File: src/rtl/adi_pkg.sv
package adi_pkg;
  localparam int SAMPLE_W = 16;
  localparam int SAMPLE_IW = $clog2(SAMPLE_W);
  localparam int MAX_DIV = 12;
  localparam int DIV_W = $clog2(MAX_DIV + 1);
  localparam int JUST_W = 5;
  localparam int SLOT_W = 5;

  typedef enum logic [1:0] {
    OVS_RSVD = 2'b00,
    OVS_X128 = 2'b01,
    OVS_X256 = 2'b10,
    OVS_X384 = 2'b11
  } ovs_e;

  // Master-clock cycles per bit clock: ratio / (2 * slots)
  function automatic logic [DIV_W-1:0] bclk_div(input logic [1:0] ovs, input logic wide);
    logic [DIV_W-1:0] base;
    unique case (ovs_e'(ovs))
      OVS_X128: base = DIV_W'(4);
      OVS_X256: base = DIV_W'(8);
      OVS_X384: base = DIV_W'(12);
      default:  base = DIV_W'(4);
    endcase
    return wide ? (base >> 1) : base;
  endfunction
endpackage

File: src/rtl/adi_bitclk.sv
module adi_bitclk
  import adi_pkg::*;
(
  input  logic              clk,
  input  logic              rst_n,
  input  logic              run,
  input  logic [DIV_W-1:0]  div,
  input  logic              slot32,
  output logic              bclk,
  output logic [SLOT_W-1:0] bit_idx,
  output logic              chan,
  output logic              frame_end
);
  logic [DIV_W-1:0] pc;
  logic wrap_bit, last_bit;

  assign wrap_bit  = (pc == div - DIV_W'(1));
  assign last_bit  = (bit_idx == (slot32 ? SLOT_W'(31) : SLOT_W'(15)));
  assign frame_end = run && wrap_bit && last_bit && chan;
  assign bclk      = run && (pc >= (div >> 1));

  always_ff @(posedge clk or negedge rst_n) begin
    if (!rst_n) begin
      pc <= '0;
      bit_idx <= '0;
      chan <= 1'b0;
    end else if (!run) begin
      pc <= '0;
      bit_idx <= '0;
      chan <= 1'b0;
    end else if (wrap_bit) begin
      pc <= '0;
      if (last_bit) begin
        bit_idx <= '0;
        chan <= ~chan;
      end else begin
        bit_idx <= bit_idx + SLOT_W'(1);
      end
    end else begin
      pc <= pc + DIV_W'(1);
    end
  end

  AST_PHASE_BOUND: assert property (@(posedge clk) disable iff (!rst_n)
    run |-> (pc < div));
endmodule

File: src/rtl/adi_pairbuf.sv
module adi_pairbuf
  import adi_pkg::*;
(
  input  logic                clk,
  input  logic                rst_n,
  input  logic                load,
  input  logic                s_valid,
  output logic                s_ready,
  input  logic [SAMPLE_W-1:0] s_left,
  input  logic [SAMPLE_W-1:0] s_right,
  output logic [SAMPLE_W-1:0] cur_l,
  output logic [SAMPLE_W-1:0] cur_r
);
  logic                pend_v;
  logic [SAMPLE_W-1:0] pend_l, pend_r;
  logic                accept;

  assign s_ready = ~pend_v;
  assign accept  = s_valid && s_ready;

  always_ff @(posedge clk or negedge rst_n) begin
    if (!rst_n) begin
      pend_v <= 1'b0;
      pend_l <= '0;
      pend_r <= '0;
      cur_l  <= '0;
      cur_r  <= '0;
    end else begin
      if (accept) begin
        pend_v <= 1'b1;
        pend_l <= s_left;
        pend_r <= s_right;
      end else if (load) begin
        pend_v <= 1'b0;
      end
      if (load) begin
        cur_l <= pend_v ? pend_l : '0;
        cur_r <= pend_v ? pend_r : '0;
      end
    end
  end

  AST_READY_DROP: assert property (@(posedge clk) disable iff (!rst_n)
    (s_valid && s_ready) |=> !s_ready);
endmodule

File: src/rtl/adi_slotmux.sv
module adi_slotmux
  import adi_pkg::*;
(
  input  logic                run,
  input  logic                chan,
  input  logic [SLOT_W-1:0]   bit_idx,
  input  logic [JUST_W-1:0]   just,
  input  logic [SAMPLE_W-1:0] cur_l,
  input  logic [SAMPLE_W-1:0] cur_r,
  output logic                sdata
);
  localparam int REL_W = SLOT_W + 1;
  logic [REL_W-1:0]     rel;
  logic [SAMPLE_W-1:0]  sample;
  logic [SAMPLE_IW-1:0] pos;
  logic                 hit;

  always_comb begin
    sample = chan ? cur_r : cur_l;
    rel    = {1'b0, bit_idx} - REL_W'(just);
    hit    = run && ({1'b0, bit_idx} >= REL_W'(just)) && (rel < REL_W'(SAMPLE_W));
    pos    = SAMPLE_IW'(SAMPLE_W - 1) - rel[SAMPLE_IW-1:0];
    sdata  = hit ? sample[pos] : 1'b0;
  end
endmodule

File: src/rtl/adi_serializer.sv
module adi_serializer
  import adi_pkg::*;
(
  input  logic                clk,
  input  logic                rst_n,
  input  logic                enable,
  input  logic [1:0]          ovs_sel,
  input  logic                slot32,
  input  logic                ws_pol,
  input  logic [JUST_W-1:0]   just_ofs,
  input  logic                s_valid,
  output logic                s_ready,
  input  logic [SAMPLE_W-1:0] s_left,
  input  logic [SAMPLE_W-1:0] s_right,
  output logic                mclk_o,
  output logic                bclk_o,
  output logic                ws_o,
  output logic                sdata_o
);
  logic                en_req, en_q, load, frame_end, chan;
  logic [SLOT_W-1:0]   bit_idx;
  logic [SAMPLE_W-1:0] cur_l, cur_r;
  logic [DIV_W-1:0]    div;

  assign en_req = enable && (ovs_sel != OVS_RSVD);
  assign div    = bclk_div(ovs_sel, slot32);
  assign load   = (en_req && !en_q) || frame_end;

  always_ff @(posedge clk or negedge rst_n) begin
    if (!rst_n) en_q <= 1'b0;
    else        en_q <= en_req;
  end

  adi_bitclk u_bitclk (
    .clk(clk), .rst_n(rst_n), .run(en_q), .div(div), .slot32(slot32),
    .bclk(bclk_o), .bit_idx(bit_idx), .chan(chan), .frame_end(frame_end)
  );

  adi_pairbuf u_pairbuf (
    .clk(clk), .rst_n(rst_n), .load(load), .s_valid(s_valid), .s_ready(s_ready),
    .s_left(s_left), .s_right(s_right), .cur_l(cur_l), .cur_r(cur_r)
  );

  adi_slotmux u_slotmux (
    .run(en_q), .chan(chan), .bit_idx(bit_idx), .just(just_ofs),
    .cur_l(cur_l), .cur_r(cur_r), .sdata(sdata_o)
  );

  assign mclk_o = clk & en_q;
  assign ws_o   = en_q & (chan ^ ws_pol);

  AST_WS_AT_FALL: assert property (@(posedge clk) disable iff (!rst_n)
    (en_q && $past(en_q) && (ws_o != $past(ws_o))) |-> ($past(bclk_o) && !bclk_o));
  AST_DATA_AT_FALL: assert property (@(posedge clk) disable iff (!rst_n)
    (en_q && $past(en_q) && (sdata_o != $past(sdata_o))) |-> ($past(bclk_o) && !bclk_o));
  AST_IDLE_QUIET: assert property (@(posedge clk) disable iff (!rst_n)
    (!enable || ovs_sel == 2'b00) |=> (!bclk_o && !ws_o && !sdata_o));
endmodule

File: config.mk
export PLATFORM = sky130hd
export DESIGN_NAME = adi_serializer
export DESIGN_NICKNAME = d
export VERILOG_FILES = /design/src/rtl/adi_pkg.sv /design/src/rtl/adi_bitclk.sv /design/src/rtl/adi_pairbuf.sv /design/src/rtl/adi_slotmux.sv /design/src/rtl/adi_serializer.sv
export SDC_FILE = /design/constraint.sdc
export NUM_CORES = 1
export LEC_CHECK = 0
export BUFFER_PORTS_ARGS = -buffer_cell sky130_fd_sc_hd__buf_4
export CORE_MARGIN = 3
export CORE_UTILIZATION = 35
export CTS_CLUSTER_DIAMETER = 40
export CTS_CLUSTER_SIZE = 24
export DETAILED_ROUTE_END_ITERATION = 6
export PLACE_DENSITY = 0.5
export REMOVE_ABC_BUFFERS = 1
export SLEW_MARGIN = 25
export SYNTH_ARGS = -nofsm -noshare
export SYNTH_HDL_FRONTEND = slang
export SYNTH_SLANG_ARGS = --single-unit
File: constraint.sdc
create_clock -name clk -period 3 [get_ports clk]
set_input_delay 0.45 -clock clk [delete_from_list [all_inputs] [get_ports clk]]
set_output_delay 0.45 -clock clk [all_outputs]
set_load 0.01 [all_outputs]
==> results_tabular.tex <==
\begin{tabular}{lr}
\hline
Metric & Value \\
\hline
\multicolumn{2}{l}{\textbf{Timing}} \\
Transition time of the tightest slew-check pin & 0.703 ns \\
Final cycle utilization of the critical path & 101\% \\
Worst slack on hold paths & 0.00888 ns \\
Final min period & 3.02 ns \\
Number of pins exceeding their max-slew limit in the final report & 0 \\
Number of endpoints with negative hold slack in the final report & 0 \\
RSZ-0062 raised after global routing & true \\
Final-report setup violation count & 1 \\
Final critical-path setup slack & -0.0239 ns \\
Largest clock skew in the final design & 0.0146 ns \\
Fmax & 331 MHz \\
Headroom to the max-slew limit & 53.1\% \\
\multicolumn{2}{l}{\textbf{Critical path}} \\
Critical path data arrival time & 2.57 ns \\
Critical path launch point type & register \\
Endpoint class of the critical path & primary output \\
Worst Path Max Fanout & 3 \\
CP required & 2.55 ns \\
Path type of the worst setup path & register to primary output \\
Path depth of the worst reg2reg path & 8 \\
\multicolumn{2}{l}{\textbf{Hold path}} \\
Min-delay worst type & input pin to async pin \\
\multicolumn{2}{l}{\textbf{Synth}} \\
Sequential cell area fraction in the yosys report & 52.5\% \\
Post-synthesis cell count & 270 \\
Proportion of register bits with asynchronous set or reset after synthesis & 100\% \\
EDFF count, synth & 0 \\
Largest cells by area after synthesis & sky130\_fd\_sc\_hd\_\_dfrtp\_1 (53\%), sky130\_fd\_sc\_hd\_\_mux2\_2 (10\%), sky130\_fd\_sc\_hd\_\_a22o\_1 (7.7\%), sky130\_fd\_sc\_hd\_\_mux4\_2 (5.0\%), sky130\_fd\_sc\_hd\_\_ha\_1 (3.5\%) \\
Average footprint of a synthesized cell & 13.4 µm² \\
Main flop type after synthesis & sky130\_fd\_sc\_hd\_\_dfrtp\_1 \\
Post-synth cell types & 37 \\
Area share of the leading cell type in the synthesized netlist & 52.5\% \\
Yosys top cell by area & sky130\_fd\_sc\_hd\_\_dfrtp\_1 \\
Leading cell type by number of instances after synthesis & sky130\_fd\_sc\_hd\_\_dfrtp\_1 \\
Count of state elements after synthesis & 76 \\
Most frequent cells after synthesis & sky130\_fd\_sc\_hd\_\_dfrtp\_1 (76), sky130\_fd\_sc\_hd\_\_mux2\_2 (33), sky130\_fd\_sc\_hd\_\_a22o\_1 (32) \\
Synth Warn \# & 0 \\
Mapped Area & 0.00362 mm² \\
\multicolumn{2}{l}{\textbf{Cells and area}} \\
Area growth from synthesis to layout & 21.3\% \\
Post-Layout Cell Count & 461 \\
Share of layout cells above drive strength 1 & 38.7\% \\
Net count of the finished layout & 379 \\
Number of fill cells in the layout & 945 \\
Diode count & 0 \\
\multicolumn{2}{l}{\textbf{Pwr}} \\
Power Total & 0.00326 W \\
Static leakage power & 2.02 nW \\
Pwr per Cell Area & 742 mW/mm² \\
Worst supply voltage drop on vdd & 380 µV \\
\multicolumn{2}{l}{\textbf{Route}} \\
Met2 wire length & 3300 µm \\
WL met3 & 261 µm \\
Via total after detailed routing & 2307 \\
Initial drt markers & 95 \\
Count of TritonRoute iterations in the first routing pass & 4 \\
Antenna Violating Nets Remaining & 0 \\
Max Used Layer & met4 \\
Count of unresolved DRC violations after routing & 0 \\
Met1 WL & 3430 µm \\
Total length of routed wires & 7120 µm \\
Detailed-route wire length per cell & 15.5 µm \\
Drt via density & 5.00 \\
\multicolumn{2}{l}{\textbf{Run status}} \\
Run status & finished with violations \\
Failing checks & negative setup slack \\
\multicolumn{2}{l}{\textbf{Floorplan}} \\
Total Die Area & 0.0116 mm² \\
Horizontal die dimension & 108 µm \\
Top-level port count & 50 \\
Die Span Y & 108 µm \\
Number of cell rows & 36 \\
Core Box Area & 0.00991 mm² \\
Starting density of the core & 36.5\% \\
\multicolumn{2}{l}{\textbf{GRT}} \\
Largest net degree at the start of global routing & 77 \\
First-pass GRT wire length & 11900 µm \\
Vias in the first global route & 2354 \\
Number of antenna violations at the first check in global routing & 0 \\
Final global-route overflow total & 0 \\
Gr usage total & 13.4\% \\
\multicolumn{2}{l}{\textbf{CTS}} \\
Worst-Skew Late Latency & 0.45 ns \\
Hold buffer count at CTS & 0 \\
Reg clk slew, reported paths & 0.08 ns \\
TritonCTS clock tree & done \\
\multicolumn{2}{l}{\textbf{Place}} \\
Weighted congestion reported at the end of routability-driven placement & 0.751 \\
Cells after DPL & 439 \\
HPWL after DPL & 4710 µm \\
Port bufs & 49 \\
\multicolumn{2}{l}{\textbf{Flow run}} \\
Number of max-cap violations & 0 \\
\hline
\end{tabular}
final timing paths:
path                                         to                 start  slack (ns)
setup / recovery                        sdata_o   u_bitclk.bit_idx[0]       -0.02
setup reg to reg             u_pairbuf.cur_l[0]   u_bitclk.bit_idx[0]        0.94
min in group clk           u_pairbuf.pend_r[10]           s_right[10]        0.22
hold reg to reg             u_pairbuf.cur_l[10]  u_pairbuf.pend_l[10]        0.49
max in group asynchronous         u_bitclk.chan                 rst_n        2.44
hold / removal              u_pairbuf.pend_r[0]                 rst_n       0.009
logic make-up (layout without fill, tap and decap cells):
group,count (synthesis),count (layout),synth area share [%]
DFF,76,76,52.5
muxes,54,54,19.0
AOI/OAI and AO/OA,50,50,11.7
and+or+nand+nor,45,45,6.60
buffers and inverters,27,85,4.49
adders and majority gates,11,11,4.01
xor gates and xnor gates,7,7,1.69
cell usage in the layout (no fill, tap or decap), types with 6 or more instances in the layout:
| master | Yosys | layout |
|---|---|---|
| sky130_fd_sc_hd__mux2_2 | 33 | 33 |
| sky130_fd_sc_hd__nor2_1 | 7 | 7 |
| sky130_fd_sc_hd__mux2i_1 | 12 | 12 |
| sky130_fd_sc_hd__clkbuf_8 | 0 | 12 |
| sky130_fd_sc_hd__dfrtp_1 | 76 | 75 |
| sky130_fd_sc_hd__mux4_2 | 8 | 8 |
| sky130_fd_sc_hd__nand2_1 | 8 | 8 |
| sky130_fd_sc_hd__a21oi_1 | 6 | 6 |
| sky130_fd_sc_hd__buf_4 | 0 | 52 |
| sky130_fd_sc_hd__nand3_1 | 7 | 7 |
| sky130_fd_sc_hd__inv_1 | 12 | 10 |
| sky130_fd_sc_hd__ha_1 | 10 | 9 |
| sky130_fd_sc_hd__a22o_1 | 32 | 32 |
layout make-up:
class / instances / area (µm²) / share of cell area, %
clock buffers: 13 / 173 / 3.93
inverters: 12 / 45.0 / 1.03
multi-input cells: 167 / 1590 / 36.3
well taps: 133 / 166 / 3.79
clock inverters: 7 / 104 / 2.36
flip-flops and latches: 76 / 1900 / 43.3
repair buffers: 53 / 409 / 9.31
critical path, cell delays in order (launching register included):
cell and delay (ns):
sky130_fd_sc_hd__dfrtp_1 0.40, sky130_fd_sc_hd__inv_2 0.08, sky130_fd_sc_hd__ha_4 0.13, sky130_fd_sc_hd__inv_2 0.04
sky130_fd_sc_hd__fa_2 0.43, sky130_fd_sc_hd__buf_4 0.15, sky130_fd_sc_hd__a21oi_1 0.14, sky130_fd_sc_hd__nor2b_1 0.08
sky130_fd_sc_hd__nor4b_1 0.24, sky130_fd_sc_hd__a21oi_1 0.07, sky130_fd_sc_hd__a211oi_1 0.23, sky130_fd_sc_hd__buf_4 0.16
power breakdown:
group	switching [W]	internal, W
registers	0.000200	0.00138
logic	0.000245	0.000436
clock network	0.000429	0.000576
layer usage:
| layer | track usage (%) | vias to the layer above |
|---|---|---|
| li1 | - | 1107 |
| met1 | 18.8 | 1143 |
| met2 | 18.9 | 48 |
| met3 | 3.24 | 9 |
| met4 | 7.66 | 0 |
| met5 | 0 | - |
through the flow:
step	area, µm²	TNS [ns]	utilization (%)	worst slack (ns)
2_1_floorplan	3500	0	-	0.500
3_3_place_gp	4060	0	40.9	0.282
3_5_place_dp	4060	0	40.9	0.211
4_1_cts	4340	0	43.8	0.00106
5_1_grt	4390	-0.128	44.3	-0.128
6_report	4390	-0.0239	44.3	-0.0239
flip-flops by register name (all words and copies together) (netlist names):
signal and flops:
u_pairbuf.pend_r 16, u_bitclk.chan 1, u_pairbuf.cur_l 16, u_bitclk.pc 4, en_q 1, u_bitclk.bit_idx 5, u_pairbuf.pend_v 1, u_pairbuf.cur_r 16
u_pairbuf.pend_l 16
what timing repair did:
action	in CTS	in global routing
setup buffers	1	2
pin swaps	1	2
resized for setup	3	5
setup endpoints to repair	1	1
endpoints found under the hold margin	0	0
No activity file was read; power rests on OpenSTA's default activity.
